$ cat config.mk
export PLATFORM = sky130hd
export DESIGN_NAME = rx_frame_gearbox
export DESIGN_NICKNAME = d
export VERILOG_FILES = /design/src/rtl/rxg_pkg.sv /design/src/rtl/rxg_barrel_shift.sv /design/src/rtl/rxg_align_fsm.sv /design/src/rtl/rxg_frame_asm.sv /design/src/rtl/rx_frame_gearbox.sv
export SDC_FILE = /design/constraint.sdc
export NUM_CORES = 1
export LEC_CHECK = 0
export ABC_AREA = 1
export BUFFER_PORTS_ARGS = -buffer_cell sky130_fd_sc_hd__buf_4
export CAP_MARGIN = 20
export CORE_MARGIN = 4
export CORE_UTILIZATION = 30
export CTS_CLUSTER_SIZE = 40
export DETAILED_ROUTE_END_ITERATION = 8
export PLACE_DENSITY = 0.54
export SLEW_MARGIN = 40
export SYNTH_ARGS = -nofsm -noshare
export SYNTH_HDL_FRONTEND = slang
export SYNTH_HIERARCHICAL = 1
export SYNTH_SLANG_ARGS = --single-unit
$ cat constraint.sdc
create_clock -name clk -period 2.1 [get_ports clk]
set_input_delay 0.42 -clock clk [delete_from_list [all_inputs] [get_ports clk]]
set_output_delay 0.42 -clock clk [all_outputs]
set_load 0.05 [all_outputs]
$ cat src/rtl/rxg_pkg.sv
package rxg_pkg;

  typedef enum logic [1:0] {
    ST_HUNT    = 2'd0,
    ST_CONFIRM = 2'd1,
    ST_LOCKED  = 2'd2
  } align_state_t;

  localparam logic [3:0] HDR_DATA = 4'b0101;
  localparam logic [3:0] HDR_IDLE = 4'b0110;

  function automatic logic hdr_valid(input logic [3:0] h);
    return (h == HDR_DATA) || (h == HDR_IDLE);
  endfunction

endpackage

$ cat src/rtl/rxg_barrel_shift.sv
module rxg_barrel_shift #(
  parameter int WORD_W = 20,
  parameter int OFF_W  = $clog2(WORD_W)
) (
  input  logic              clk,
  input  logic              rst,
  input  logic [WORD_W-1:0] din,
  input  logic [OFF_W-1:0]  offset,
  output logic [WORD_W-1:0] dout
);

  localparam int CAT_W = 2 * WORD_W;

  logic [WORD_W-1:0] newer_q;
  logic [WORD_W-1:0] older_q;
  logic [CAT_W-1:0]  pair;
  logic [WORD_W-1:0] window;

  assign pair = {older_q, newer_q};

  // Window starts `offset` bits into the older word.
  always_comb begin
    window = '0;
    for (int i = 0; i < WORD_W; i++) begin
      if (offset == OFF_W'(i)) begin
        window = pair[CAT_W-1-i -: WORD_W];
      end
    end
  end

  always_ff @(posedge clk) begin
    if (rst) begin
      newer_q <= '0;
      older_q <= '0;
      dout    <= '0;
    end else begin
      newer_q <= din;
      older_q <= newer_q;
      dout    <= window;
    end
  end

endmodule

$ cat src/rtl/rxg_align_fsm.sv
module rxg_align_fsm
  import rxg_pkg::*;
#(
  parameter int WORD_W      = 20,
  parameter int FRAME_WORDS = 6,
  parameter int HDR_W       = 4,
  parameter int LOCK_FRAMES = 32,
  parameter int LOSS_FRAMES = 4,
  parameter int SETTLE      = 2,
  parameter int OFF_W       = $clog2(WORD_W),
  parameter int PH_W        = $clog2(FRAME_WORDS)
) (
  input  logic             clk,
  input  logic             rst,
  input  logic [HDR_W-1:0] hdr_i,
  output logic [PH_W-1:0]  phase_o,
  output logic [OFF_W-1:0] offset_o,
  output logic             locked_o
);

  localparam int GOOD_W = $clog2(LOCK_FRAMES);
  localparam int BAD_W  = (LOSS_FRAMES > 1) ? $clog2(LOSS_FRAMES) : 1;
  localparam int SET_W  = $clog2(SETTLE + 1);
  localparam logic [PH_W-1:0]   PH_LAST  = PH_W'(FRAME_WORDS - 1);
  localparam logic [OFF_W-1:0]  OFF_LAST = OFF_W'(WORD_W - 1);
  localparam logic [GOOD_W-1:0] GOOD_END = GOOD_W'(LOCK_FRAMES - 1);
  localparam logic [BAD_W-1:0]  BAD_END  = BAD_W'(LOSS_FRAMES - 1);

  align_state_t      state;
  logic [PH_W-1:0]   phase;
  logic [PH_W-1:0]   word_tries;
  logic [OFF_W-1:0]  offset;
  logic [GOOD_W-1:0] good_cnt;
  logic [BAD_W-1:0]  bad_cnt;
  logic [SET_W-1:0]  settle;

  logic hdr_ok, check, miss, do_slip, do_hold;

  always_comb begin
    hdr_ok  = hdr_valid(hdr_i);
    check   = (phase == '0) && (settle == '0);
    miss    = check && !hdr_ok && (state != ST_LOCKED);
    do_slip = miss && (word_tries == PH_LAST);
    do_hold = miss && !do_slip;
  end

  always_ff @(posedge clk) begin
    if (rst) begin
      state      <= ST_HUNT;
      phase      <= '0;
      word_tries <= '0;
      offset     <= '0;
      good_cnt   <= '0;
      bad_cnt    <= '0;
      settle     <= '0;
    end else begin
      // Frame phase: a hold re-tests position 0 on the next word.
      if (do_hold || phase == PH_LAST) phase <= '0;
      else                             phase <= phase + 1'b1;

      if (do_slip) begin
        word_tries <= '0;
        offset     <= (offset == OFF_LAST) ? '0 : offset + 1'b1;
        settle     <= SET_W'(SETTLE);
      end else begin
        if (do_hold) word_tries <= word_tries + 1'b1;
        if (settle != '0) settle <= settle - 1'b1;
      end

      if (check) begin
        unique case (state)
          ST_HUNT: begin
            if (hdr_ok) begin
              state    <= ST_CONFIRM;
              good_cnt <= GOOD_W'(1);
            end
          end
          ST_CONFIRM: begin
            if (!hdr_ok) begin
              state    <= ST_HUNT;
              good_cnt <= '0;
            end else if (good_cnt == GOOD_END) begin
              state    <= ST_LOCKED;
              bad_cnt  <= '0;
            end else begin
              good_cnt <= good_cnt + 1'b1;
            end
          end
          ST_LOCKED: begin
            if (hdr_ok) begin
              bad_cnt <= '0;
            end else if (bad_cnt == BAD_END) begin
              state      <= ST_HUNT;
              bad_cnt    <= '0;
              good_cnt   <= '0;
              word_tries <= '0;
            end else begin
              bad_cnt <= bad_cnt + 1'b1;
            end
          end
          default: state <= ST_HUNT;
        endcase
      end
    end
  end

  assign phase_o  = phase;
  assign offset_o = offset;
  assign locked_o = (state == ST_LOCKED);

endmodule

$ cat src/rtl/rxg_frame_asm.sv
module rxg_frame_asm #(
  parameter int WORD_W      = 20,
  parameter int FRAME_WORDS = 6,
  parameter int PH_W        = $clog2(FRAME_WORDS)
) (
  input  logic                          clk,
  input  logic                          rst,
  input  logic [WORD_W-1:0]             word_i,
  input  logic [PH_W-1:0]               phase_i,
  input  logic                          locked_i,
  output logic [WORD_W*FRAME_WORDS-1:0] frame_o,
  output logic                          stb_o
);

  localparam int SR_W = WORD_W * (FRAME_WORDS - 1);
  localparam logic [PH_W-1:0] PH_LAST = PH_W'(FRAME_WORDS - 1);

  logic [SR_W-1:0] hist_q;
  logic            close;

  assign close = locked_i && (phase_i == PH_LAST);

  generate
    if (FRAME_WORDS > 2) begin : g_long
      always_ff @(posedge clk) begin
        if (rst) hist_q <= '0;
        else     hist_q <= {hist_q[SR_W-WORD_W-1:0], word_i};
      end
    end else begin : g_short
      always_ff @(posedge clk) begin
        if (rst) hist_q <= '0;
        else     hist_q <= word_i;
      end
    end
  endgenerate

  always_ff @(posedge clk) begin
    if (rst) begin
      frame_o <= '0;
      stb_o   <= 1'b0;
    end else begin
      stb_o <= close;
      if (close) frame_o <= {hist_q, word_i};
    end
  end

endmodule

$ cat src/rtl/rx_frame_gearbox.sv
module rx_frame_gearbox #(
  parameter int WORD_W      = 20,
  parameter int FRAME_WORDS = 6,
  parameter int HDR_W       = 4,
  parameter int LOCK_FRAMES = 32,
  parameter int LOSS_FRAMES = 4,
  parameter int SETTLE      = 2,
  parameter int OFF_W       = $clog2(WORD_W),
  parameter int FRAME_W     = WORD_W * FRAME_WORDS
) (
  input  logic               clk,
  input  logic               rst,
  input  logic [WORD_W-1:0]  word_i,
  output logic [FRAME_W-1:0] frame_o,
  output logic               frame_stb_o,
  output logic               locked_o,
  output logic [OFF_W-1:0]   slip_o
);

  localparam int PH_W = $clog2(FRAME_WORDS);

  logic [WORD_W-1:0] aligned;
  logic [PH_W-1:0]   phase;
  logic [OFF_W-1:0]  offset;
  logic              locked;

  rxg_barrel_shift #(.WORD_W(WORD_W), .OFF_W(OFF_W)) u_shift (
    .clk    (clk),
    .rst    (rst),
    .din    (word_i),
    .offset (offset),
    .dout   (aligned)
  );

  rxg_align_fsm #(
    .WORD_W(WORD_W), .FRAME_WORDS(FRAME_WORDS), .HDR_W(HDR_W),
    .LOCK_FRAMES(LOCK_FRAMES), .LOSS_FRAMES(LOSS_FRAMES), .SETTLE(SETTLE),
    .OFF_W(OFF_W), .PH_W(PH_W)
  ) u_align (
    .clk      (clk),
    .rst      (rst),
    .hdr_i    (aligned[WORD_W-1 -: HDR_W]),
    .phase_o  (phase),
    .offset_o (offset),
    .locked_o (locked)
  );

  rxg_frame_asm #(.WORD_W(WORD_W), .FRAME_WORDS(FRAME_WORDS), .PH_W(PH_W)) u_asm (
    .clk      (clk),
    .rst      (rst),
    .word_i   (aligned),
    .phase_i  (phase),
    .locked_i (locked),
    .frame_o  (frame_o),
    .stb_o    (frame_stb_o)
  );

  assign locked_o = locked;
  assign slip_o   = offset;

endmodule

==> impl_summary.txt <==
----------------------------------------------------
[Run status]
  Outcome ... finished clean

[Floorplan]
  DIE AREA ... 49850 um2
  Overall die width ... 223.3 um
  IO Pins ... 149
  Die Ht ... 223.3 um
  Initial cell density of the core ... 30.51%
  Placeable core area ... roughly 46000 um2
  Std cell rows ... 78

[Global route]
  Global-route wire length before repair ... 72510 um
  Total overflow reported by the global router ... 0
  Global-route usage over all layers ... 17.92%
  Number of antenna violations at the first check in global routing ... 0
  Pin count of the biggest net entering global routing ... 88
  Via count of the first global-routing pass ... approximately 13000

[Synth]
  Number of synthesized flops with an enable pin ... 0
  Post-Synthesis Cells ... 2122
  Xor/xnor cell area share of the yosys netlist ... less than 1%
  Dominant cell by count in the synthesized netlist ... nor2_1
  Post-synthesis instance area ... approximately 14000 um2
  Number of warnings printed during yosys synthesis ... 6
  Average size of a mapped cell ... 6.552 um2
  Primary flip-flop cell chosen by synthesis mapping ... dfxtp_1
  Total nets after synthesis ... 2157
  Fraction of synthesis flops using an asynchronous set or reset pin ... 0%
  Compound-Gate Fraction of Synth Area ... between 3 and 4%
  Dominant combinational cell family by area after synthesis ... simple AND/OR/NAND/NOR gates
  Sequential share of the synthesized area ... between 40% and 50%
  Post-synthesis mux area share ... 0%
  Simple-gate portion of the synthesized area ... 39.98%
  Area share of fa/ha/maj cells after synthesis ... 1.170%
  Most instantiated cells after synthesis ... 545 x nor2_1, 472 x nand2_1, 303 x dfxtp_1
  Flops & latches, synth ... approximately 300
  Dominant cell type by area after synthesis ... dfxtp_1
  Count of different cell masters after synthesis ... 30
  Most area-consuming cells after synthesis ... dfxtp_1 44%, nor2_1 15%, nand2_1 13%
  Proportion of netlist area held by the largest area contributor ... 43.63%

[Critical path]
  CP Launch Type ... flip-flop
  R2R cell count ... 14
  Setup slack on the worst flop-to-flop path ... 0.03 ns
  Worst flop-to-flop path startpoint ... u_align/offset_o[4]
  Worst Setup End Kind ... flip-flop
  Critical path peak fanout ... 7
  Worst path required time ... 2.51 ns
  Critical path class ... reg -> reg
  Worst reg2reg path endpoint ... u_shift/dout[0]
  Critical path data arrival time ... 2.49 ns

[Routing]
  Number of detailed-routing iterations run before antenna repair ... 5
  Via/cell ratio ... 4.646
  Final antenna-violating net count ... 0
  Routed wire per std cell ... 15.61 um
  Number of DRC markers after the initial detailed-route iteration ... 1196
  Residual DRC ... 0
  WL final ... 45770 um
  Total number of vias ... 13630

[Power and ir drop]
  Fraction of power spent switching nets ... 24.45%
  Share of power burned in registers ... 43.5%
  Leakage power ... 7.503 nW
  Maximum ir drop on the vdd rail ... 592.7 uV
  Areal power density over the cells ... slightly below 800 nW/um2
  Total internal power ... 10.37 mW
  Final Total Pwr ... about 14 mW
  Share of power burned in combinational logic ... 7.8%
  Clock group share of total power ... 48.7%
  Net Switching ... 3.356 mW

[Clocking]
  # H-tree levels ... 2
  Source-to-sink clock delay at the later pin of the worst-skew pair ... 0.56 ns
  Number of buffers inserted during clock tree synthesis ... 36
  Reg clk slew, reported paths ... 0.06 ns
  CTS tree ... built
  CTS hold repair buffers ... 0
  Max clock buf depth ... 3
  CTS sink cnt ... 303
  Clock Root Buffer ... clkbuf_16

[Flow run]
  Max cap viols ... 0

[Timing]
  Max Freq ... just under 500 MHz
  Relative max-transition margin ... 62.16%
  Actual transition at the worst max-transition pin ... about 0.57 ns
  Setup TNS Final ... 0 ns
  Final Setup Violations ... 0
  Final Slew Violations ... 0
  Fin crit period ... 2.071 ns
  Clock skew after layout ... 0.02196 ns
  Final hold viol count ... 0
  Setup repair after global routing missed its margin ... yes
  Crit share post-route ... 98.64%

[Final layout]
  Ant. Diodes ... 0
  Final #Nets ... 2345
  Relative area change from synthesis to final layout ... 27.57%
  Layout cells sized above 1 ... 17.66%
  Core occupancy in the finished layout ... 38.92%

[Placement]
  Global placer's final weighted congestion ... between 0.9 and 1
  Post-detailed-placement half-perimeter wirelength ... approximately 33000 um
  Count of input and output buffers ... 148

[Worst hold path]
  Worst hold path startpoint ... word_i[10]
  Cell count of the worst hold path ... 3
  Worst-case hold path end point ... u_shift/newer_q[10]
  Type of the worst min-delay path ... in -> reg

----------------------------------------------------
## area by class of cell
class | count | area, um2
fill | 4897 | 27840
tap | 600 | 750.7
clock inverter | 12 | 244.0
clock buffer | 49 | 1020
sequential | 303 | 6086
multi-input combinational | 1426 | 6365
inverter | 271 | 1041
timing repair buffer | 272 | 2231
## cells in the final DEF (no fill, tap or decap), types with 5 or more instances in the layout
master / Yosys / layout
clkbuf_1: 44 / 6
dfxtp_1: 303 / 297
buf_4: 9 / 252
o21ai_0: 54 / 48
clkbuf_8: 0 / 7
dfxtp_4: 0 / 5
inv_1: 255 / 251
nor2_2: 13 / 17
nor3_1: 5 / 5
nand2_1: 472 / 465
nand4_1: 83 / 83
nor2_4: 10 / 17
nor2_1: 545 / 535
nand2_4: 3 / 11
bufinv_16: 0 / 6
ha_1: 13 / 13
buf_12: 0 / 13
a21oi_1: 32 / 32
clkbuf_16: 0 / 36
inv_2: 12 / 9
buf_6: 3 / 7
o21ai_1: 2 / 6
nand3_1: 169 / 167
nand2_2: 11 / 10
## worst max-delay path, stage by stage (launching register included)
cell and delay [ns]:
dfxtp_4 0.40, buf_4 0.12, nor2_2 0.07, nand2_4 0.13, nor2_1 0.06, nor2_2 0.18
nand4_1 0.13, nor2_1 0.14, nand4_1 0.10, nor2_1 0.14, nand4_1 0.11, nand2_1 0.08
nand4_1 0.10, nor2_2 0.12, nor2_1 0.05
## through the flow
step / hold WS, ns / setup slack (ns) / instances / cell area (um2)
3_3_place_gp: 0.3997 / -0.1622 / 2844 / 16070
3_5_place_dp: 0.3991 / -0.1941 / 2844 / 16070
5_1_grt: 0.04356 / -0.1268 / 2933 / 17740
4_1_cts: 0.03236 / -0.01498 / 2919 / 17500
2_1_floorplan: 0.3883 / 0.09101 / 2122 / 13910
6_report: 0.06698 / 0.02857 / 2933 / 17740
## metal layers
layer	track usage (%)	up-vias	share of wire (%)
met3	3.539	79	5.8
met5	0	-	0
met4	6.522	0	3.3
li1	-	6858	-
met2	28.46	383	45
met1	24.23	6307	46
## worst max path at each step
stage,from,endpoint,slack (ns),cells after the start
CTS,u_align/offset_o[0],u_shift/dout[7],-0.01,15
global route,u_align/offset_o[0],u_shift/dout[7],-0.13,15
finish,u_align/offset_o[4],u_shift/dout[0],0.03,14
detailed placement,u_align/offset_o[1],u_shift/dout[7],-0.19,15
floorplan,u_align/offset_o[3],u_shift/dout[7],0.09,16
global placement,u_align/offset_o[1],u_shift/dout[7],-0.16,15
## power groups by stage
stage / sequential (mW) / clock [mW] / combinational (mW)
after floorplan: 6.05 / 0 / 0.695
after global placement: 6.10 / 0 / 1.01
after detailed placement: 6.10 / 0 / 1.03
after CTS: 5.97 / 6.91 / 1.06
after global routing: 5.98 / 7.11 / 1.21
final: 5.97 / 6.68 / 1.07
## what timing repair did
item                       in CTS  in global routing
pin swaps                      17                 19
setup buffers                  15                 14
resized for setup              26                 40
cloned                          1                  0
setup endpoints to repair      11                 19
## registers in the layout (all words and copies together), names as in the netlist
| signal | count |
|---|---|
| u_align/bad_cnt | 2 |
| u_shift/older_q | 20 |
| u_shift/newer_q | 20 |
| u_shift/dout | 20 |
| u_align/settle | 2 |
| u_align/good_cnt | 5 |
| u_align/phase_o | 3 |
| u_align/offset_o | 5 |
| u_align/state | 2 |
| u_asm/frame_o | 120 |
| u_asm/stb_o | 1 |
| u_align/word_tries | 3 |
| u_asm/hist_q | 100 |
## logic make-up (layout without fill, tap and decap cells)
| logic type | Yosys count | after routing |
|---|---|---|
| flops | 303 | 303 |
| xor+xnor | 6 | 6 |
| simple gates | 1317 | 1318 |
| compound gates | 89 | 89 |
| fa+ha+maj | 13 | 13 |
| buf+inv | 394 | 604 |
Note: power is estimated with default switching activity, not from simulation.
